$ cat src/rtl/orx_pkg.sv
package orx_pkg;
  typedef enum logic {
    OP_OR  = 1'b0,
    OP_XOR = 1'b1
  } orx_op_e;
endpackage

$ cat src/rtl/orx_ctrl.sv
module orx_ctrl
  import orx_pkg::*;
(
  input  logic    or_en_i,
  input  logic    xor_en_i,
  output logic    load_o,
  output orx_op_e op_o
);
  assign load_o = or_en_i | xor_en_i;
  // OR wins when both are high
  assign op_o   = or_en_i ? OP_OR : OP_XOR;
endmodule

$ cat src/rtl/orx_cell.sv
module orx_cell
  import orx_pkg::*;
(
  input  logic    clk_i,
  input  logic    rst_ni,
  input  logic    load_i,
  input  orx_op_e op_i,
  input  logic    b_i,
  output logic    q_o
);
  logic q_q, op_res, d;

  always_comb begin
    unique case (op_i)
      OP_OR:   op_res = q_q | b_i;
      default: op_res = q_q ^ b_i;
    endcase
  end

  // feedback mux keeps the value when not loading
  assign d = load_i ? op_res : q_q;

  always_ff @(posedge clk_i or negedge rst_ni) begin
    if (!rst_ni) q_q <= 1'b0;
    else         q_q <= d;
  end

  assign q_o = q_q;

  AST_CELL_HOLD: assert property (@(posedge clk_i) disable iff (!rst_ni)
    !load_i |=> $stable(q_o));
endmodule

$ cat src/rtl/orx_reg_array.sv
module orx_reg_array
  import orx_pkg::*;
#(
  parameter int WIDTH = 8
) (
  input  logic             clk_i,
  input  logic             rst_ni,
  input  logic [WIDTH-1:0] b_i,
  input  logic             or_en_i,
  input  logic             xor_en_i,
  output logic [WIDTH-1:0] a_o
);
  logic    load;
  orx_op_e op;

  orx_ctrl u_ctrl (
    .or_en_i (or_en_i),
    .xor_en_i(xor_en_i),
    .load_o  (load),
    .op_o    (op)
  );

  for (genvar i = 0; i < WIDTH; i++) begin : g_cell
    orx_cell u_cell (
      .clk_i (clk_i),
      .rst_ni(rst_ni),
      .load_i(load),
      .op_i  (op),
      .b_i   (b_i[i]),
      .q_o   (a_o[i])
    );
  end

  // first edge after reset has a valid $past
  logic past_ok_q;
  always_ff @(posedge clk_i or negedge rst_ni) begin
    if (!rst_ni) past_ok_q <= 1'b0;
    else         past_ok_q <= 1'b1;
  end

  AST_RESET_CLEAR: assert property (@(posedge clk_i)
    !rst_ni |-> (a_o == '0));
  AST_OR_ACC: assert property (@(posedge clk_i) disable iff (!rst_ni)
    (past_ok_q && $past(or_en_i) && !$past(xor_en_i))
      |-> a_o == ($past(a_o) | $past(b_i)));
  AST_XOR_TGL: assert property (@(posedge clk_i) disable iff (!rst_ni)
    (past_ok_q && $past(xor_en_i) && !$past(or_en_i))
      |-> a_o == ($past(a_o) ^ $past(b_i)));
  AST_HOLD_WORD: assert property (@(posedge clk_i) disable iff (!rst_ni)
    (past_ok_q && !$past(or_en_i) && !$past(xor_en_i))
      |-> a_o == $past(a_o));
  AST_OR_PRIO: assert property (@(posedge clk_i) disable iff (!rst_ni)
    (past_ok_q && $past(or_en_i) && $past(xor_en_i))
      |-> a_o == ($past(a_o) | $past(b_i)));
endmodule

$ cat config.mk
export PLATFORM = sky130hd
export DESIGN_NAME = orx_reg_array
export DESIGN_NICKNAME = d
export VERILOG_FILES = /design/src/rtl/orx_pkg.sv /design/src/rtl/orx_ctrl.sv /design/src/rtl/orx_cell.sv /design/src/rtl/orx_reg_array.sv
export SDC_FILE = /design/constraint.sdc
export NUM_CORES = 1
export LEC_CHECK = 0
export ABC_AREA = 0
export BUFFER_PORTS_ARGS = -buffer_cell sky130_fd_sc_hd__buf_4
export CORE_MARGIN = 2
export CORE_UTILIZATION = 43
export DETAILED_ROUTE_END_ITERATION = 16
export GPL_TIMING_DRIVEN = 0
export HOLD_SLACK_MARGIN = 0.12
export PLACE_DENSITY = 0.73
export SYNTH_ARGS = -nofsm -noshare
export SYNTH_HDL_FRONTEND = slang
export SYNTH_SLANG_ARGS = --single-unit
export TNS_END_PERCENT = 5
$ cat constraint.sdc
create_clock -name clk_i -period 0.9 [get_ports clk_i]
set_input_delay 0.18 -clock clk_i [delete_from_list [all_inputs] [get_ports clk_i]]
set_output_delay 0.18 -clock clk_i [all_outputs]
set_load 0.02 [all_outputs]
==> flow_summary.json, run 1 <==
{
  "status": "complete, but fails checks",
  "violations": "negative setup slack",
  "layout-drive-gt1-share": 0.388,
  "max_freq_mhz": 924,
  "synthArstFlopShare": 1.00,
  "critical_path_required_ps": 720,
  "clk_pin_slew_ps": 50,
  "n_fill_cell": 113,
  "powerDensity_mw_per_mm2": 1750,
  "drtPass1Iterations": 2,
  "place.gp.congestion": 0.671,
  "die-width_um": 41.3,
  "finalHoldViolCount": 0,
  "vias": 432,
  "r2r-start": "g_cell[7].u_cell.q_o",
  "syn_avg_cell_area_um2": 10.3,
  "clock_path_buffers": 2,
  "cts_tree": "yes",
  "core_area_mm2": 0.00130,
  "r2r-end": "g_cell[7].u_cell.q_o",
  "worst_hold_slack_ps": 278,
  "placed_cells": 90,
  "drc": 0,
  "syn_to_final_growth_pct": 38.2,
  "p_leak_nw": 0.512,
  "worst_slew_pin_slew_ps": 244,
  "relSlewSlack": 0.838,
  "cts_buffers": 3,
  "synth_edf_count": 0,
  "die_h_um": 41.3,
  "numClockSinks": 8,
  "slew_viol_final": 0,
  "rr_worst_depth": 4,
  "vias_per_cell": 4.55,
  "end_kind": "output port",
  "clk_latency_ps": 250,
  "rows": 13,
  "finalWirelength_um": 894,
  "fin_skew_ps": 0,
  "finalCritPeriodShare": 1.20,
  "synth_cells": 58,
  "largest_reg_flops": 8,
  "num_antenna_cells": 0,
  "ios": 20,
  "grt_max_degree": 9,
  "arrival_ps": 900,
  "yosys.area.top_type_share": 0.335,
  "synthTopCellsByCount": "16 x inv_1, 16 x mux2i_1, 8 x buf_4, 8 x dfrtp_1, 8 x ha_1",
  "synthDistinctLibCells": 7,
  "dp_hpwl_um": 690,
  "cp-start-kind": "register",
  "portBuffers": 17,
  "ys_seq_elements": 8,
  "post_drt_wl_per_cell_um": 9.41,
  "postRouteAntennaNets": 0,
  "grt_pass1_wl_mm": 1.59,
  "synth_top_cell_by_area": "dfrtp_1",
  "ys_top_cells_by_area": "dfrtp_1 34%, mux2i_1 27%, ha_1 17%, buf_4 10%, inv_1 10%",
  "max_cap_viol_count": 0,
  "r2r_slack_ps": -160,
  "start_util": 0.459,
  "peakVddDrop_mv": 0.927,
  "cts_max_level": 1,
  "fin_cells": 95,
  "yosysWarnings": 0,
  "grt_util_all_layers": 0.152,
  "grt_pass1_vias": 383,
  "fin_crit_ps": 1080,
  "synth.cell_area_um2": 597,
  "antenna_found_initial": 0,
  "die-area_mm2": 0.00170,
  "finalSetupViolations": 16,
  "fin_ws_ps": -183,
  "final_nets": 102,
  "drt_iter0_drc": 1,
  "synthesis.nets": 78,
  "synth_ff_type": "dfrtp_1",
  "min_path_type": "input pin to async pin",
  "path_class": "register to output port",
  "grt.overflow.total": 0,
  "p_total_mw": 1.44,
  "cts-root-buf": "clkbuf_4",
  "rsz0062_at_grt": "true",
  "cp_max_fo": 3,
  "synth_seq_area_share": 0.335
}
## cell type report
class                      instances  area [um2]  area share
clock buffer                       3        22.5      0.0273
multi-input combinational         24         260       0.316
sequential                         8         200       0.243
timing repair buffer              19         175       0.212
buffer                            10        87.6       0.106
inverter                          16        60.1      0.0728
tap                               15        18.8      0.0228
## worst max path at each step
| stage | from | end | slack, ps |
|---|---|---|---|
| after floorplan | g_cell[0].u_cell.q_o | g_cell[0].u_cell.q_o | -50 |
| after global placement | g_cell[0].u_cell.q_o | g_cell[0].u_cell.q_o | -110 |
| after detailed placement | g_cell[2].u_cell.q_o | g_cell[2].u_cell.q_o | -130 |
| after CTS | g_cell[0].u_cell.q_o | a_o[0] | -190 |
| after global routing | g_cell[1].u_cell.q_o | g_cell[1].u_cell.q_o | -240 |
| final | g_cell[0].u_cell.q_o | a_o[0] | -180 |
## per-stage QoR
stage	setup TNS, ps	worst slack [ps]	util	instance area, um2
floorplan	-368	-45.9	-	597
global placement	-760	-106	0.571	743
detailed placement	-925	-127	0.571	743
CTS	-2520	-187	0.634	825
global route	-3260	-241	0.634	825
finish	-2370	-183	0.634	825
## report_power, final
part           switching (mW)  internal [mW]
logic                   0.279          0.400
clock network           0.113          0.152
registers              0.0625          0.434
total                   0.454          0.987
## cells in the final DEF (no fill, tap or decap)
cell type      synthesis  final
buf_2                  1      1
buf_4                  8     15
buf_6                  1     12
clkbuf_4               0      3
dfrtp_1                8      8
dlygate4sd3_1          0      1
ha_1                   8      8
inv_1                 16     16
mux2i_1               16     16
## per-layer routing
| layer | share of wire | GRT usage |
|---|---|---|
| met1 | 0.46 | 0.207 |
| met3 | 0.059 | 0.0326 |
| met2 | 0.45 | 0.215 |
| met5 | 0 | 0 |
| met4 | 0.030 | 0.0968 |
## worst max-delay path, cell delays in order (launching register included)
cell     delay, ps
dfrtp_1        410
buf_6          130
buf_6          120
## cell families after synthesis
| kind of cell | after synthesis | share of synthesized area |
|---|---|---|
| fa+ha+maj | 8 | 0.168 |
| buf+inv | 26 | 0.229 |
| mux | 16 | 0.268 |
| flops | 8 | 0.335 |
## what timing repair did
| item | 4_1_cts | 5_1_grt |
|---|---|---|
| hold buffers | 1 | 0 |
| buffers inserted | 1 | 0 |
| cloned | 0 | 0 |
| setup endpoints to repair | 16 | 16 |
| gates resized for setup | 11 | 0 |
| hold endpoints to repair | 8 | 0 |
No activity file was read; power rests on OpenSTA's default activity.
==> run 2, diff against run 1 <==
--- a/config.mk
+++ b/config.mk
@@ -9,6 +9,7 @@
 export BUFFER_PORTS_ARGS = -buffer_cell sky130_fd_sc_hd__buf_4
 export CORE_MARGIN = 2
 export CORE_UTILIZATION = 43
+export CTS_CLUSTER_DIAMETER = 100
 export DETAILED_ROUTE_END_ITERATION = 16
 export GPL_TIMING_DRIVEN = 0
 export HOLD_SLACK_MARGIN = 0.12
==> constraint.sdc (replaced) <==
create_clock -name clk_i -period 0.9 [get_ports clk_i]
set_input_delay 0.09 -clock clk_i [delete_from_list [all_inputs] [get_ports clk_i]]
set_output_delay 0.09 -clock clk_i [all_outputs]
set_load 0.02 [all_outputs]
==> flow_summary.json, run 2 (same netlist as run 1, synthesis figures left out) <==
{
  "n_fill_cell": 120,
  "die_h_um": 41.3,
  "placed_cells": 90,
  "largest_reg_flops": 8,
  "met1_usage": 0.197,
  "cts_max_level": 1,
  "grt_max_degree": 9,
  "end_kind": "register",
  "max_cap_viol_count": 0,
  "clock_path_buffers": 2,
  "grt_util_all_layers": 0.148,
  "num_antenna_cells": 0,
  "cts_buffers": 3,
  "die-width_um": 41.3,
  "finalHoldViolCount": 0,
  "use_met3": 0.0326,
  "dp_worst_setup_slack_ps": -127,
  "r2r_slack_ps": -140,
  "rr_worst_depth": 4,
  "core_area_mm2": 0.00130,
  "max_freq_mhz": 963,
  "fin_cells": 94,
  "ios": 20,
  "clk_pin_slew_ps": 50,
  "cp_max_fo": 3,
  "fin_skew_ps": 0,
  "fin_util": 0.619,
  "grt_pass1_wl_mm": 1.55,
  "finalWirelength_um": 875,
  "finalCritPeriodShare": 1.15,
  "drt_iter0_drc": 0,
  "final_common_cell": "buf_4",
  "place.gp.congestion": 0.671,
  "cts_tree": "yes",
  "postRouteAntennaNets": 0,
  "busiest_layer": "met2",
  "clk_latency_ps": 250,
  "rows": 13,
  "min_path_type": "input pin to async pin",
  "cp-start-kind": "register",
  "final_cell_mix": "17 x buf_4, 16 x inv_1, 16 x mux2i_1",
  "drc": 0,
  "start_util": 0.459,
  "numClockSinks": 8,
  "relSlewSlack": 0.837,
  "status": "complete, but fails checks",
  "grt_pass1_vias": 376,
  "fin_tns_setup_ps": -1600,
  "critical_path_required_ps": 1020,
  "die-area_mm2": 0.00170,
  "finalSetupViolations": 16,
  "dp_hpwl_um": 690,
  "p_leak_nw": 0.503,
  "vias": 422,
  "worst_slew_pin_slew_ps": 244,
  "arrival_ps": 1160,
  "r2r-end": "g_cell[7].u_cell.q_o",
  "syn_to_final_growth_pct": 35.0,
  "layout-drive-gt1-share": 0.380,
  "final_nets": 101,
  "fin_crit_ps": 1040,
  "violations": "negative setup slack",
  "path_class": "register to register",
  "use_met2": 0.215,
  "portBuffers": 17,
  "powerDensity_mw_per_mm2": 1740,
  "post_drt_wl_per_cell_um": 9.31,
  "vias_per_cell": 4.49,
  "antenna_found_initial": 0,
  "peakVddDrop_mv": 0.907,
  "rsz0062_at_grt": "true",
  "fin_ws_ps": -138,
  "cts-root-buf": "clkbuf_4",
  "worst_hold_slack_ps": 191,
  "slew_viol_final": 0,
  "grt.overflow.total": 0,
  "r2r-start": "g_cell[7].u_cell.q_o",
  "drtPass1Iterations": 1
}
==> run 2: power breakdown <==
part	internal, mW	switching [mW]
registers	0.434	0.0583
clock network	0.152	0.110
logic	0.374	0.274
total	0.960	0.443
==> run 2: worst max-delay path, stage by stage (launching register included) <==
cell and delay [ps]:
dfrtp_1 370, inv_1 50, ha_1 260, mux2i_1 140, mux2i_1 90
==> run 2: layout make-up <==
| type | count | area [um2] | area share |
|---|---|---|---|
| inverter | 16 | 60.1 | 0.0745 |
| timing repair buffer | 18 | 168 | 0.208 |
| multi-input combinational | 24 | 260 | 0.323 |
| tap | 15 | 18.8 | 0.0233 |
| clock buffer | 3 | 22.5 | 0.0280 |
| buffer | 10 | 76.3 | 0.0947 |
| sequential | 8 | 200 | 0.248 |
==> run 2: worst max path at each step <==
stage,cells past startpoint,endpoint,slack (ps),from
3_5_place_dp,4,g_cell[2].u_cell.q_o,-130,g_cell[2].u_cell.q_o
5_1_grt,4,g_cell[1].u_cell.q_o,-240,g_cell[1].u_cell.q_o
4_1_cts,4,g_cell[7].u_cell.q_o,-150,g_cell[7].u_cell.q_o
6_report,4,g_cell[7].u_cell.q_o,-140,g_cell[7].u_cell.q_o
2_1_floorplan,4,g_cell[0].u_cell.q_o,-50,g_cell[0].u_cell.q_o
3_3_place_gp,4,g_cell[0].u_cell.q_o,-110,g_cell[0].u_cell.q_o
==> run 2: metrics by stage <==
step | power, mW | cell area (um2)
6_report | 1.40 | 806
5_1_grt | 1.51 | 806
4_1_cts | 1.43 | 806
3_5_place_dp | 1.09 | 743
3_3_place_gp | 1.08 | 743
2_1_floorplan | 0.892 | 597
==> run 2: per-layer routing <==
layer | routed length, um | share of wire
met4 | 10 | 0.011
met1 | 413 | 0.47
met5 | 0 | 0
met3 | 48 | 0.055
met2 | 403 | 0.46
==> run 2: timing repair <==
action                                  in CTS  in global routing
gates resized for setup                      8                  0
setup buffers                                0                  0
hold endpoints to repair                     8                  0
endpoints found under the setup margin      16                 16
hold buffers                                 1                  0
